==> src/rtl/hdlc_mon_pkg.sv <==
package hdlc_mon_pkg;
  localparam int STAT_W    = 8;
  localparam int STAT_IDLE = 0;
  localparam int STAT_CARR = 1;
  localparam int STAT_FLAG = 2;
  localparam int STAT_USED = 3;
endpackage

==> src/rtl/flag_hunter.sv <==
module flag_hunter #(
  parameter int              FLAG_W       = 8,
  parameter logic [FLAG_W-1:0] FLAG_PATTERN = 8'h7E
) (
  input  logic clk,
  input  logic rst,
  input  logic strobe,
  input  logic din,
  output logic flag_o
);
  localparam int CNT_W = $clog2(FLAG_W + 1);
  localparam logic [CNT_W-1:0] FULL = CNT_W'(FLAG_W);
  localparam logic [CNT_W-1:0] ONE  = CNT_W'(1);

  logic [FLAG_W-1:0] hist, hist_next;
  logic [CNT_W-1:0]  fill, fill_next, hold;
  logic              match;

  always_comb begin
    hist_next = {hist[FLAG_W-2:0], din};
    fill_next = (fill == FULL) ? fill : fill + ONE;
    match     = (fill_next == FULL) && (hist_next == FLAG_PATTERN);
  end

  always_ff @(posedge clk) begin
    if (rst) begin
      hist   <= '0;
      fill   <= '0;
      hold   <= '0;
      flag_o <= 1'b0;
    end else if (strobe) begin
      hist <= hist_next;
      fill <= fill_next;
      if (match) begin
        flag_o <= 1'b1;
        hold   <= FULL;
      end else if (flag_o) begin
        if (hold == ONE) begin
          flag_o <= 1'b0;
          hold   <= '0;
        end else begin
          hold <= hold - ONE;
        end
      end
    end
  end
endmodule

==> src/rtl/idle_tracker.sv <==
module idle_tracker #(
  parameter int IDLE_RUN = 15
) (
  input  logic clk,
  input  logic rst,
  input  logic strobe,
  input  logic din,
  output logic idle_o
);
  localparam int RUN_W = $clog2(IDLE_RUN + 1);
  localparam logic [RUN_W-1:0] RUN_MAX = RUN_W'(IDLE_RUN);
  localparam logic [RUN_W-1:0] RUN_PRE = RUN_W'(IDLE_RUN - 1);

  logic [RUN_W-1:0] ones;

  always_ff @(posedge clk) begin
    if (rst) begin
      ones   <= '0;
      idle_o <= 1'b0;
    end else if (strobe) begin
      if (!din) begin
        ones   <= '0;
        idle_o <= 1'b0;
      end else begin
        if (ones != RUN_MAX) ones <= ones + RUN_W'(1);
        idle_o <= (ones >= RUN_PRE);
      end
    end
  end
endmodule

==> src/rtl/hdlc_line_monitor.sv <==
module hdlc_line_monitor
  import hdlc_mon_pkg::*;
#(
  parameter int IDLE_RUN = 15
) (
  input  logic              clk,
  input  logic              rst,
  input  logic              bit_valid,
  input  logic              rx_bit,
  input  logic              carrier_in,
  output logic [STAT_W-1:0] status_byte,
  output logic              flag_seen,
  output logic              carrier_sense,
  output logic              line_idle
);
  flag_hunter #(.FLAG_W(8), .FLAG_PATTERN(8'h7E)) u_flag (
    .clk(clk), .rst(rst), .strobe(bit_valid), .din(rx_bit), .flag_o(flag_seen)
  );

  idle_tracker #(.IDLE_RUN(IDLE_RUN)) u_idle (
    .clk(clk), .rst(rst), .strobe(bit_valid), .din(rx_bit), .idle_o(line_idle)
  );

  always_ff @(posedge clk) begin
    if (rst) carrier_sense <= 1'b0;
    else     carrier_sense <= carrier_in;
  end

  always_comb begin
    status_byte[STAT_IDLE] = line_idle;
    status_byte[STAT_CARR] = carrier_sense;
    status_byte[STAT_FLAG] = flag_seen;
  end

  for (genvar g = STAT_USED; g < STAT_W; g++) begin : g_rsvd
    assign status_byte[g] = 1'b0;
  end
endmodule

==> config.mk <==
export PLATFORM = sky130hd
export DESIGN_NAME = hdlc_line_monitor
export DESIGN_NICKNAME = d
export VERILOG_FILES = /design/src/rtl/hdlc_mon_pkg.sv /design/src/rtl/flag_hunter.sv /design/src/rtl/idle_tracker.sv /design/src/rtl/hdlc_line_monitor.sv
export SDC_FILE = /design/constraint.sdc
export NUM_CORES = 1
export LEC_CHECK = 0
export BUFFER_PORTS_ARGS = -buffer_cell sky130_fd_sc_hd__buf_2
export CORE_MARGIN = 4
export CORE_UTILIZATION = 50
export CTS_CLUSTER_SIZE = 25
export DETAILED_ROUTE_END_ITERATION = 12
export GPL_ROUTABILITY_DRIVEN = 0
export GPL_TIMING_DRIVEN = 1
export PLACE_DENSITY = 0.72
export SYNTH_ARGS = -nofsm -noshare
export SYNTH_HDL_FRONTEND = slang
export SYNTH_HIERARCHICAL = 1
export SYNTH_SLANG_ARGS = --single-unit
==> constraint.sdc <==
create_clock -name clk -period 1.47 [get_ports clk]
set_clock_uncertainty 0.05 [all_clocks]
set_input_delay 0.294 -clock clk [delete_from_list [all_inputs] [get_ports clk]]
set_output_delay 0.294 -clock clk [all_outputs]
set_load 0.02 [all_outputs]
==> results_tabular.tex, run 1 <==
\begin{tabular}{lr}
\hline
Metric & Value \\
\hline
\multicolumn{2}{l}{\textbf{Pwr}} \\
\quad Combinational Power Share & about an eighth \\
\quad Maximum vdd drop & approximately 700 µV \\
\quad PnR Total Power & $\sim$1.2 mW \\
\quad Share of total power consumed by net switching & roughly 23\% \\
\quad Internal Dissipation & around 960 µW \\
\quad Sequential share of power & between 50\% and 60\% \\
\quad Static Leakage & between 0.6 and 0.7 nW \\
\quad Switch Pwr & between 200 and 300 µW \\
\quad Cell Pwr Density & about 880 mW/mm² \\
\quad Clock power frac & between 30\% and 40\% \\
\multicolumn{2}{l}{\textbf{Status}} \\
\quad Outcome & completed \\
\multicolumn{2}{l}{\textbf{Synthesis}} \\
\quad Post-Syn Area per Cell & around 9 µm² \\
\quad Post-synth top area share & between 30\% and 40\% \\
\quad Post-synthesis sequential area ratio & roughly 36\% \\
\quad Total standard cell area after synthesis & 0.00122 mm² \\
\quad Fraction of registers with async set/reset & 0\% \\
\quad Most area-consuming cells after synthesis & sky130\_fd\_sc\_hd\_\_dfxtp\_1, sky130\_fd\_sc\_hd\_\_mux2i\_1, sky130\_fd\_sc\_hd\_\_ha\_1 \\
\quad Post-synthesis register bit count & 22 \\
\quad Cell variety after synth & 40 \\
\quad Warning count from the yosys run & 6 \\
\quad Mapped Cells & 135 \\
\quad Largest area contributor in the synthesized netlist & sky130\_fd\_sc\_hd\_\_dfxtp\_1 \\
\quad Number of enable flip-flop cells after synthesis & 0 \\
\quad Most used flip-flop cell after synthesis & sky130\_fd\_sc\_hd\_\_dfxtp\_1 \\
\multicolumn{2}{l}{\textbf{Finish}} \\
\quad Area overhead of the layout relative to synthesis & 15.8\% \\
\quad Final nets & 163 \\
\quad Antenna cell count & 0 \\
\quad Post-route core utilization & between 60\% and 70\% \\
\quad Fraction of layout cells with a size suffix above 1 & between 30\% and 40\% \\
\multicolumn{2}{l}{\textbf{Drt}} \\
\quad Wire length after detailed routing & between 2000 and 2500 µm \\
\quad Detailed-route via count & between 900 and 1000 \\
\quad ANT nets after route & 0 \\
\quad Iteration-0 DRC count of the detailed router & 32 \\
\quad TritonRoute pass-1 iters & 4 \\
\quad Ratio of routed vias to standard cells & around 5.4 \\
\quad Post-route DRC violation count & 0 \\
\quad WL per Instance & roughly 13 µm \\
\multicolumn{2}{l}{\textbf{Clock tree}} \\
\quad Maximum level of the CTS H-tree & 1 \\
\quad TritonCTS clock tree & yes \\
\quad Clock net sink count & 22 \\
\quad Number of clock buffers inserted by TritonCTS & 3 \\
\quad Clock latency reported for the late side of the worst-skew pair & 0.30 ns \\
\quad CTS root buffer & sky130\_fd\_sc\_hd\_\_clkbuf\_4 \\
\quad Clock slew seen by the registers of the worst setup and hold paths & between 0.1 and 0.15 ns \\
\quad Maximum clock path buffer count & 2 \\
\multicolumn{2}{l}{\textbf{Setup path}} \\
\quad Worst endpoint required time & 1.67 ns \\
\quad Kind of critical path & reg -> reg \\
\quad Critical path launch point type & flop \\
\quad Minimum setup slack among reg-to-reg paths & between 0.015 and 0.02 ns \\
\quad Kind of end point of the critical path & flop \\
\quad Data arrival time of the critical path & 1.65 ns \\
\quad Critical path peak fanout & 4 \\
\multicolumn{2}{l}{\textbf{Min path}} \\
\quad Path category of the worst min-delay check & in -> reg \\
\multicolumn{2}{l}{\textbf{Placed design}} \\
\quad Estimated wirelength of the detail-placed design & approximately 1600 µm \\
\quad Buffers on Ports & 10 \\
\multicolumn{2}{l}{\textbf{Timing}} \\
\quad F\_max & around 690 MHz \\
\quad Final worst path period share & 98.9\% \\
\quad Unrepaired setup endpoints after global routing & true \\
\quad Time the final worst path needs with I/O delays and setup & $\sim$1.5 ns \\
\quad Total count of hold-check failures in the final report & 0 \\
\quad Max Slew Vio Count & 0 \\
\quad Final setup violation count & 0 \\
\multicolumn{2}{l}{\textbf{Global route}} \\
\quad Global routing usage summed across all routing layers & about 15\% \\
\quad Vias in the first global route & 925 \\
\quad Initial antenna violation count & 0 \\
\quad Remaining Overflow, GRT & 0 \\
\quad Pin count of the biggest net entering global routing & 19 \\
\quad First-pass GRT wire length & 3840 µm \\
\multicolumn{2}{l}{\textbf{Floorplanning}} \\
\quad Total number of placement rows & 17 \\
\quad Effective utilization at floorplan & a little over half \\
\quad Die Footprint & approximately 0.0033 mm² \\
\quad Number of top-level pins & 16 \\
\quad Core ar. & $\sim$0.0023 mm² \\
\quad Height of the chip & approximately 57 µm \\
\quad Horiz. Die Dim & around 57 µm \\
\multicolumn{2}{l}{\textbf{Flow run}} \\
\quad Max-cap check violation count & 0 \\
\hline
\end{tabular}
==> power groups by stage <==
stage / combinational (mW) / sequential (mW) / clock [mW]
floorplan: 0.105 / 0.638 / 0
global placement: 0.128 / 0.638 / 0
detailed placement: 0.132 / 0.640 / 0
CTS: 0.153 / 0.627 / 0.473
global route: 0.178 / 0.630 / 0.499
finish: 0.161 / 0.627 / 0.457
==> worst paths after layout <==
check | cells after the start | to | from
max | 7 | u_flag/hold[0] | u_flag/fill[0]
min | 2 | carrier_sense | carrier_in
max reg2reg | 7 | u_flag/hold[0] | u_flag/fill[0]
min reg2reg | 2 | u_idle/idle_o | u_idle/idle_o
==> cells in the mapped netlist, types with 3 or more instances <==
| library cell | instances |
|---|---|
| sky130_fd_sc_hd__buf_4 | 8 |
| sky130_fd_sc_hd__dfxtp_1 | 22 |
| sky130_fd_sc_hd__nand2b_1 | 8 |
| sky130_fd_sc_hd__or3_1 | 3 |
| sky130_fd_sc_hd__a21oi_1 | 8 |
| sky130_fd_sc_hd__nor2_1 | 15 |
| sky130_fd_sc_hd__ha_1 | 6 |
| sky130_fd_sc_hd__buf_6 | 3 |
| sky130_fd_sc_hd__nand2_1 | 5 |
| sky130_fd_sc_hd__o21ai_0 | 3 |
| sky130_fd_sc_hd__nand3_1 | 6 |
| sky130_fd_sc_hd__mux2i_1 | 10 |
| sky130_fd_sc_hd__inv_1 | 5 |
==> cell families (layout without fill, tap and decap cells) <==
family          Yosys count  in the layout  share of synthesized area, %
simple gates             53             53                          25.0
compound gates           23             23                          12.7
flops                    22             22                          36.2
buf+inv                  18             30                          9.97
mux                      10             10                          8.22
fa+ha+maj                 6              6                          6.17
xor+xnor                  2              2                          1.44
other cells               1              5                         0.308
==> timing repair <==
action | CTS | global route
gates resized for setup | 8 | 7
setup buffers | 3 | 1
pin swaps | 5 | 6
endpoints found under the hold margin | 0 | 0
hold buffers | 0 | 0
endpoints found under the setup margin | 5 | 7
==> critical path: stages (launching register included) <==
cell and delay, ns:
sky130_fd_sc_hd__dfxtp_2 0.36, sky130_fd_sc_hd__ha_2 0.18, sky130_fd_sc_hd__buf_4 0.13, sky130_fd_sc_hd__nor2b_4 0.10, sky130_fd_sc_hd__a21oi_2 0.04, sky130_fd_sc_hd__and3_4 0.19
sky130_fd_sc_hd__a22o_1 0.24, sky130_fd_sc_hd__a21oi_2 0.11
==> state kept, by name (all words and copies together) (netlist names) <==
signal,count
u_flag/fill,4
carrier_sense,1
u_flag/hist,7
u_idle/ones,4
u_idle/idle_o,1
u_flag/hold,4
u_flag/flag_o,1
==> area by class of cell <==
type                    instances  area, µm²
multi-input cells              99        727
clock buffers                   3       22.5
well taps                      28       35.0
flip-flops and latches         22        444
repair buffers                 21        133
inverters                       5       18.8
fillers                       216        845
clock inverters                 1       30.0
==> per-stage QoR <==
stage	cell area (µm²)	setup WS [ns]	instances	hold WS, ns	TNS [ns]
2_1_floorplan	1230	0.0105	139	0.308	0
3_3_place_gp	1270	0.00513	171	0.410	0
3_5_place_dp	1270	-0.0454	171	0.426	-0.0476
4_1_cts	1370	-0.0340	178	0.133	-0.0892
5_1_grt	1410	-0.0529	179	0.136	-0.205
6_report	1410	0.0155	179	0.144	0
==> routing by layer <==
| layer | track usage [%] | wire (µm) |
|---|---|---|
| met3 | 3.85 | 93 |
| met1 | 15.9 | 937 |
| met5 | 0 | 0 |
| met4 | 4.30 | 23 |
| met2 | 27.1 | 1220 |
==> cell usage in the layout, fill, tap and decap left out, types with 3 or more instances in the layout <==
cell / n
sky130_fd_sc_hd__dfxtp_2: 3
sky130_fd_sc_hd__buf_2: 10
sky130_fd_sc_hd__buf_4: 11
sky130_fd_sc_hd__nand2b_1: 8
sky130_fd_sc_hd__dfxtp_1: 19
sky130_fd_sc_hd__a21oi_1: 5
sky130_fd_sc_hd__conb_1: 5
sky130_fd_sc_hd__inv_1: 3
sky130_fd_sc_hd__mux2i_1: 10
sky130_fd_sc_hd__a21oi_2: 3
sky130_fd_sc_hd__nand2_1: 4
sky130_fd_sc_hd__o21ai_0: 3
sky130_fd_sc_hd__nand3_1: 6
sky130_fd_sc_hd__nor2_1: 15
sky130_fd_sc_hd__ha_1: 4
sky130_fd_sc_hd__clkbuf_4: 3
Note: power is estimated with default switching activity, not from simulation.
==> run 2: changes to the inputs <==
--- a/config.mk
+++ b/config.mk
@@ -9,3 +9,3 @@
 export CORE_MARGIN = 4
-export CORE_UTILIZATION = 50
+export CORE_UTILIZATION = 56
 export CTS_CLUSTER_SIZE = 25
@@ -14,3 +14,3 @@
 export GPL_TIMING_DRIVEN = 1
-export PLACE_DENSITY = 0.72
+export PLACE_DENSITY = 0.78
 export SYNTH_ARGS = -nofsm -noshare
==> constraint.sdc (replaced) <==
create_clock -name clk -period 1.4 [get_ports clk]
set_clock_uncertainty 0.05 [all_clocks]
set_input_delay 0.07 -clock clk [delete_from_list [all_inputs] [get_ports clk]]
set_output_delay 0.07 -clock clk [all_outputs]
set_load 0.02 [all_outputs]
==> results_tabular.tex, run 2 (synthesis gave the netlist of run 1 again) <==
\begin{tabular}{lr}
\hline
Metric & Value \\
\hline
\multicolumn{2}{l}{\textbf{Status}} \\
\quad Outcome & complete, but fails checks \\
\quad Violated checks & negative setup slack \\
\multicolumn{2}{l}{\textbf{Global route}} \\
\quad Pin count of the biggest net entering global routing & 20 \\
\quad Initial antenna violation count & 0 \\
\quad Global routing usage summed across all routing layers & 17.6\% \\
\quad Vias in the first global route & between 800 and 900 \\
\quad Remaining Overflow, GRT & 0 \\
\quad First-pass GRT wire length & about 3900 µm \\
\multicolumn{2}{l}{\textbf{Timing}} \\
\quad Hold Slack & $\sim$0.030 ns \\
\quad Max Slew Vio Count & 0 \\
\quad Time the final worst path needs with I/O delays and setup & 1.46 ns \\
\quad Unrepaired setup endpoints after global routing & true \\
\quad Total count of hold-check failures in the final report & 0 \\
\quad F\_max & roughly 700 MHz \\
\quad Final worst path period share & 104\% \\
\quad Final worst slack & -0.0575 ns \\
\quad Final setup violation count & 5 \\
\multicolumn{2}{l}{\textbf{Pwr}} \\
\quad Sequential share of power & between 50\% and 60\% \\
\quad Internal Dissipation & $\sim$880 µW \\
\quad PnR Total Power & 1.18 mW \\
\quad Share of total power consumed by net switching & between 20 and 30\% \\
\quad Switch Pwr & slightly below 300 µW \\
\quad Static Leakage & around 0.6 nW \\
\quad Maximum vdd drop & $\sim$800 µV \\
\quad Clock power frac & between 20 and 30\% \\
\quad Combinational Power Share & approximately 15\% \\
\quad Cell Pwr Density & about 820 mW/mm² \\
\multicolumn{2}{l}{\textbf{Finish}} \\
\quad Fraction of layout cells with a size suffix above 1 & around a third \\
\quad Antenna cell count & 0 \\
\quad Post-layout instance count excluding filler cells & 178 \\
\quad Max FFs per register & 7 \\
\quad Most common cell after layout, fill and taps aside & sky130\_fd\_sc\_hd\_\_dfxtp\_1 \\
\quad Commonest cells after routing, fill and taps aside & sky130\_fd\_sc\_hd\_\_dfxtp\_1, sky130\_fd\_sc\_hd\_\_nor2\_1, sky130\_fd\_sc\_hd\_\_buf\_2, sky130\_fd\_sc\_hd\_\_buf\_4, sky130\_fd\_sc\_hd\_\_mux2i\_1 \\
\quad Area overhead of the layout relative to synthesis & 17.6\% \\
\quad Post-Layout Inst Area & about 0.0014 mm² \\
\quad Largest reg by FF count & u\_flag/hist \\
\quad Final nets & $\sim$160 \\
\multicolumn{2}{l}{\textbf{Placed design}} \\
\quad Post-place setup slack & -0.102 ns \\
\quad Estimated wirelength of the detail-placed design & around 1500 µm \\
\quad Post-placement cell area & around 0.0013 mm² \\
\quad Buffers on Ports & 10 \\
\quad Instance count after placement with tap cells included & 169 \\
\multicolumn{2}{l}{\textbf{Floorplanning}} \\
\quad Total number of placement rows & 16 \\
\quad Number of top-level pins & 16 \\
\quad Die Footprint & a little under 0.003 mm² \\
\quad Core ar. & about 0.002 mm² \\
\quad Height of the chip & 54.6 µm \\
\quad Effective utilization at floorplan & 60.2\% \\
\quad Horiz. Die Dim & 54.6 µm \\
\multicolumn{2}{l}{\textbf{Clock tree}} \\
\quad Maximum clock path buffer count & 2 \\
\quad Clock latency reported for the late side of the worst-skew pair & roughly 0.3 ns \\
\quad Clock net sink count & 22 \\
\quad CTS root buffer & sky130\_fd\_sc\_hd\_\_clkbuf\_4 \\
\quad Number of clock buffers inserted by TritonCTS & 3 \\
\quad TritonCTS clock tree & yes \\
\quad Clock slew seen by the registers of the worst setup and hold paths & 0.12 ns \\
\quad Maximum level of the CTS H-tree & 1 \\
\multicolumn{2}{l}{\textbf{Drt}} \\
\quad Detailed-route via count & 962 \\
\quad Wire length after detailed routing & $\sim$2300 µm \\
\quad Ratio of routed vias to standard cells & around 5.4 \\
\quad Post-route DRC violation count & 0 \\
\quad TritonRoute pass-1 iters & 4 \\
\quad Iteration-0 DRC count of the detailed router & 9 \\
\quad WL per Instance & between 10 and 15 µm \\
\quad ANT nets after route & 0 \\
\multicolumn{2}{l}{\textbf{Min path}} \\
\quad Path category of the worst min-delay check & in -> reg \\
\multicolumn{2}{l}{\textbf{Setup path}} \\
\quad Worst-path cell chain & inv\_4 -> ha\_4 -> nand2\_4 -> or3\_4 -> nand3\_4 -> a22oi\_2 -> o21ba\_1 \\
\quad Crit path largest cell delay & approximately 0.38 ns \\
\quad Kind of end point of the critical path & flop \\
\quad Worst endpoint required time & roughly 1.6 ns \\
\quad Critical path peak fanout & 4 \\
\quad Kind of critical path & reg -> reg \\
\quad Data arrival time of the critical path & between 1.5 and 2 ns \\
\quad Critical path launch point type & flop \\
\quad Slowest cell on the critical path & sky130\_fd\_sc\_hd\_\_dfxtp\_4 \\
\multicolumn{2}{l}{\textbf{Flow run}} \\
\quad Max-cap check violation count & 0 \\
\hline
\end{tabular}
run 2: changes by cell type in the layout (fill, tap and decap cells not counted), sizes merged:
cell | before | now
buf | 21 | 20
bufinv | 1 | 0
clkbuf | 3 | 4
dlygate4sd3 | 0 | 1
run 2: layer usage:
metal,share of wire (%),vias up,GRT usage [%]
li1,-,493,-
met1,43,442,20.4
met2,52,25,30.7
met3,4.8,2,5.72
met4,0.81,0,4.98
met5,0,-,0
run 2: worst max-delay path, delay by kind of cell, from the launching register on:
kind / cells / cell delay (ns)
flip-flops: 1 / 0.38
adder cells (fa/ha/maj): 1 / 0.14
AND/OR/NAND/NOR: 3 / 0.49
buffers and inverters: 1 / 0.06
AO/OA/AOI/OAI: 2 / 0.25
run 2: per-stage QoR:
step | TNS, ns | util (%)
3_3_place_gp | -0.187 | 62.6
3_5_place_dp | -0.389 | 62.6
2_1_floorplan | -0.0298 | -
6_report | -0.166 | 70.8
4_1_cts | -0.225 | 68.3
5_1_grt | -0.466 | 70.8
run 2: layout make-up:
| class | count | area [µm²] |
|---|---|---|
| multi-input cells | 99 | 752 |
| fillers | 164 | 591 |
| flip-flops and latches | 22 | 450 |
| repair buffers | 21 | 135 |
| clock buffers | 4 | 36.3 |
| well taps | 27 | 33.8 |
| inverters | 5 | 23.8 |
run 2: worst paths after layout:
path,cells after the start,slack (ns),end,from
setup / recovery,7,-0.06,u_flag/hold[1],u_flag/fill[1]
hold / removal,2,0.03,u_flag/hold[0],rst
setup reg to reg,7,-0.06,u_flag/hold[1],u_flag/fill[1]
hold reg to reg,2,0.45,u_idle/idle_o,u_idle/idle_o
run 2: what timing repair did:
item,in CTS,in global routing
hold endpoints to repair,1,0
pin swaps,11,5
setup endpoints to repair,5,9
hold buffers,1,0
setup buffers,3,1
resized for setup,12,10
gates cloned,0,0
run 2: power by group through the flow:
stage                     logic [mW]  registers [mW]  clock network [mW]
final                          0.172           0.662               0.342
after global routing           0.189           0.665               0.382
after CTS                      0.162           0.661               0.354
after detailed placement       0.138           0.671                   0
after global placement         0.132           0.671                   0
after floorplan                0.110           0.671                   0
==> run 3: changes to the inputs <==
CORE_UTILIZATION = 50   (was 56)
PLACE_DENSITY = 0.73   (was 0.78)
clock period = 1.3 ns   (was 1.4 ns; I/O delays follow)
==> results_tabular.tex, run 3 (synthesis gave the netlist of run 1 again) <==
\begin{tabular}{lr}
\hline
Metric & Value \\
\hline
\multicolumn{2}{l}{\textbf{Status}} \\
\quad Outcome & complete, but fails checks \\
\quad Violated checks & negative setup slack \\
\multicolumn{2}{l}{\textbf{Timing}} \\
\quad Final worst slack & -0.200 ns \\
\quad Max Slew Vio Count & 0 \\
\quad Hold Slack & approximately 0.054 ns \\
\quad F\_max & 667 MHz \\
\quad Unrepaired setup endpoints after global routing & true \\
\quad Total count of hold-check failures in the final report & 0 \\
\quad Time the final worst path needs with I/O delays and setup & around 1.5 ns \\
\quad Final setup violation count & 5 \\
\quad Final worst path period share & 115\% \\
\multicolumn{2}{l}{\textbf{Flow run}} \\
\quad Max-cap check violation count & 0 \\
\multicolumn{2}{l}{\textbf{Finish}} \\
\quad Post-route core utilization & between 60\% and 70\% \\
\quad Post-Layout Inst Area & about 0.0015 mm² \\
\quad Post-layout instance count excluding filler cells & 184 \\
\quad Final nets & around 170 \\
\quad Fraction of layout cells with a size suffix above 1 & 35.3\% \\
\quad Total of fill cells in the finished design & about 190 \\
\quad Area overhead of the layout relative to synthesis & 23.8\% \\
\quad Commonest cells after routing, fill and taps aside & sky130\_fd\_sc\_hd\_\_dfxtp\_1, sky130\_fd\_sc\_hd\_\_nor2\_1, sky130\_fd\_sc\_hd\_\_buf\_4, sky130\_fd\_sc\_hd\_\_buf\_2, sky130\_fd\_sc\_hd\_\_mux2i\_1 \\
\quad Largest reg by FF count & u\_flag/hist \\
\quad Max FFs per register & 7 \\
\quad Most common cell after layout, fill and taps aside & sky130\_fd\_sc\_hd\_\_dfxtp\_1 \\
\quad Antenna cell count & 0 \\
\multicolumn{2}{l}{\textbf{Global route}} \\
\quad First-pass GRT wire length & between 4000 and 5000 µm \\
\quad Remaining Overflow, GRT & 0 \\
\quad Initial antenna violation count & 0 \\
\quad Vias in the first global route & between 900 and 1000 \\
\quad Global routing usage summed across all routing layers & approximately 17\% \\
\quad Pin count of the biggest net entering global routing & 17 \\
\multicolumn{2}{l}{\textbf{Clock tree}} \\
\quad Maximum level of the CTS H-tree & 1 \\
\quad Maximum clock path buffer count & 2 \\
\quad TritonCTS clock tree & yes \\
\quad Number of clock buffers inserted by TritonCTS & 3 \\
\quad Clock slew seen by the registers of the worst setup and hold paths & around 0.12 ns \\
\quad Clock net sink count & 22 \\
\quad Clock latency reported for the late side of the worst-skew pair & about 0.32 ns \\
\quad CTS root buffer & sky130\_fd\_sc\_hd\_\_clkbuf\_4 \\
\multicolumn{2}{l}{\textbf{Placed design}} \\
\quad Post-placement cell area & between 0.001 and 0.0015 mm² \\
\quad Estimated wirelength of the detail-placed design & around 1600 µm \\
\quad Buffers on Ports & 10 \\
\quad Instance count after placement with tap cells included & around 180 \\
\multicolumn{2}{l}{\textbf{Drt}} \\
\quad ANT nets after route & 0 \\
\quad Detailed-route via count & $\sim$1000 \\
\quad WL per Instance & approximately 14 µm \\
\quad Iteration-0 DRC count of the detailed router & 26 \\
\quad Ratio of routed vias to standard cells & around 5.4 \\
\quad TritonRoute pass-1 iters & 4 \\
\quad Post-route DRC violation count & 0 \\
\quad Wire length after detailed routing & between 2000 and 3000 µm \\
\multicolumn{2}{l}{\textbf{Floorplanning}} \\
\quad Die Footprint & 0.00329 mm² \\
\quad Core ar. & about 0.0023 mm² \\
\quad Number of top-level pins & 16 \\
\quad Total number of placement rows & 17 \\
\quad Horiz. Die Dim & between 50 and 60 µm \\
\quad Effective utilization at floorplan & 54.0\% \\
\quad Height of the chip & approximately 57 µm \\
\multicolumn{2}{l}{\textbf{Pwr}} \\
\quad Maximum vdd drop & roughly 890 µV \\
\quad Share of total power consumed by net switching & $\sim$24\% \\
\quad Switch Pwr & between 300 and 400 µW \\
\quad Internal Dissipation & about 1.1 mW \\
\quad Sequential share of power & approximately 50\% \\
\quad Cell Pwr Density & approximately 960 mW/mm² \\
\quad Static Leakage & roughly 0.64 nW \\
\quad Clock power frac & around 37\% \\
\quad Combinational Power Share & between 10\% and 20\% \\
\multicolumn{2}{l}{\textbf{Setup path}} \\
\quad Kind of critical path & reg -> reg \\
\quad Kind of end point of the critical path & flop \\
\quad Worst endpoint required time & 1.48 ns \\
\quad Critical path launch point type & flop \\
\quad Data arrival time of the critical path & between 1.5 and 2 ns \\
\quad Critical path peak fanout & 4 \\
\multicolumn{2}{l}{\textbf{Min path}} \\
\quad Path category of the worst min-delay check & in -> reg \\
\hline
\end{tabular}
[run 3: final timing paths]
| path | cells after the start | startpoint | slack [ns] | end |
|---|---|---|---|---|
| min reg2reg | 2 | u_idle/idle_o | 0.44 | u_idle/idle_o |
| min | 2 | rst | 0.05 | u_flag/hist[0] |
| max | 7 | u_flag/fill[1] | -0.20 | u_flag/hold[1] |
| max reg2reg | 7 | u_flag/fill[1] | -0.20 | u_flag/hold[1] |
[run 3: area by class of cell]
type	count	area, µm²	share of cell area [%]
repair buffers	26	176	11.7
clock buffers	3	22.5	1.49
well taps	28	35.0	2.32
clock inverters	1	30.0	1.99
multi-input cells	99	764	50.7
inverters	5	23.8	1.58
flip-flops and latches	22	455	30.2
[run 3: stage by stage]
stage / TNS [ns] / setup slack [ns] / total power, mW
after floorplan: -0.428 / -0.130 / 0.841
after global placement: -0.620 / -0.144 / 0.869
after detailed placement: -0.885 / -0.194 / 0.877
after CTS: -0.802 / -0.177 / 1.44
after global routing: -1.13 / -0.261 / 1.51
final: -0.828 / -0.200 / 1.44
[run 3: worst max-delay path, stage by stage, from the launching register on]
cell                      delay [ns]
sky130_fd_sc_hd__dfxtp_4        0.39
sky130_fd_sc_hd__buf_4          0.14
sky130_fd_sc_hd__buf_4          0.13
sky130_fd_sc_hd__mux2i_2        0.16
sky130_fd_sc_hd__nand3_1        0.17
sky130_fd_sc_hd__nand3_4        0.12
sky130_fd_sc_hd__a22oi_2        0.08
sky130_fd_sc_hd__o21ba_1        0.16
[run 3: repair_timing]
action                     in CTS  in global routing
hold endpoints to repair        1                  0
hold buffers                    1                  0
buffers inserted                4                  1
pin swaps                       9                 11
setup endpoints to repair       8                 10
resized for setup              13                 14
[run 3: routing by layer]
| metal | global-route usage (%) | vias up | wire, µm |
|---|---|---|---|
| met5 | 0 | - | 0 |
| met3 | 4.98 | 6 | 132 |
| li1 | - | 497 | - |
| met4 | 5.96 | 0 | 40 |
| met1 | 19.4 | 465 | 1050 |
| met2 | 29.7 | 27 | 1360 |
[run 3: power by group through the flow]
stage	Combinational, mW	Sequential (mW)	Clock, mW
after detailed placement	0.153	0.724	0
final	0.196	0.713	0.533
after global routing	0.214	0.716	0.575
after CTS	0.180	0.713	0.544
after floorplan	0.118	0.723	0
after global placement	0.147	0.722	0
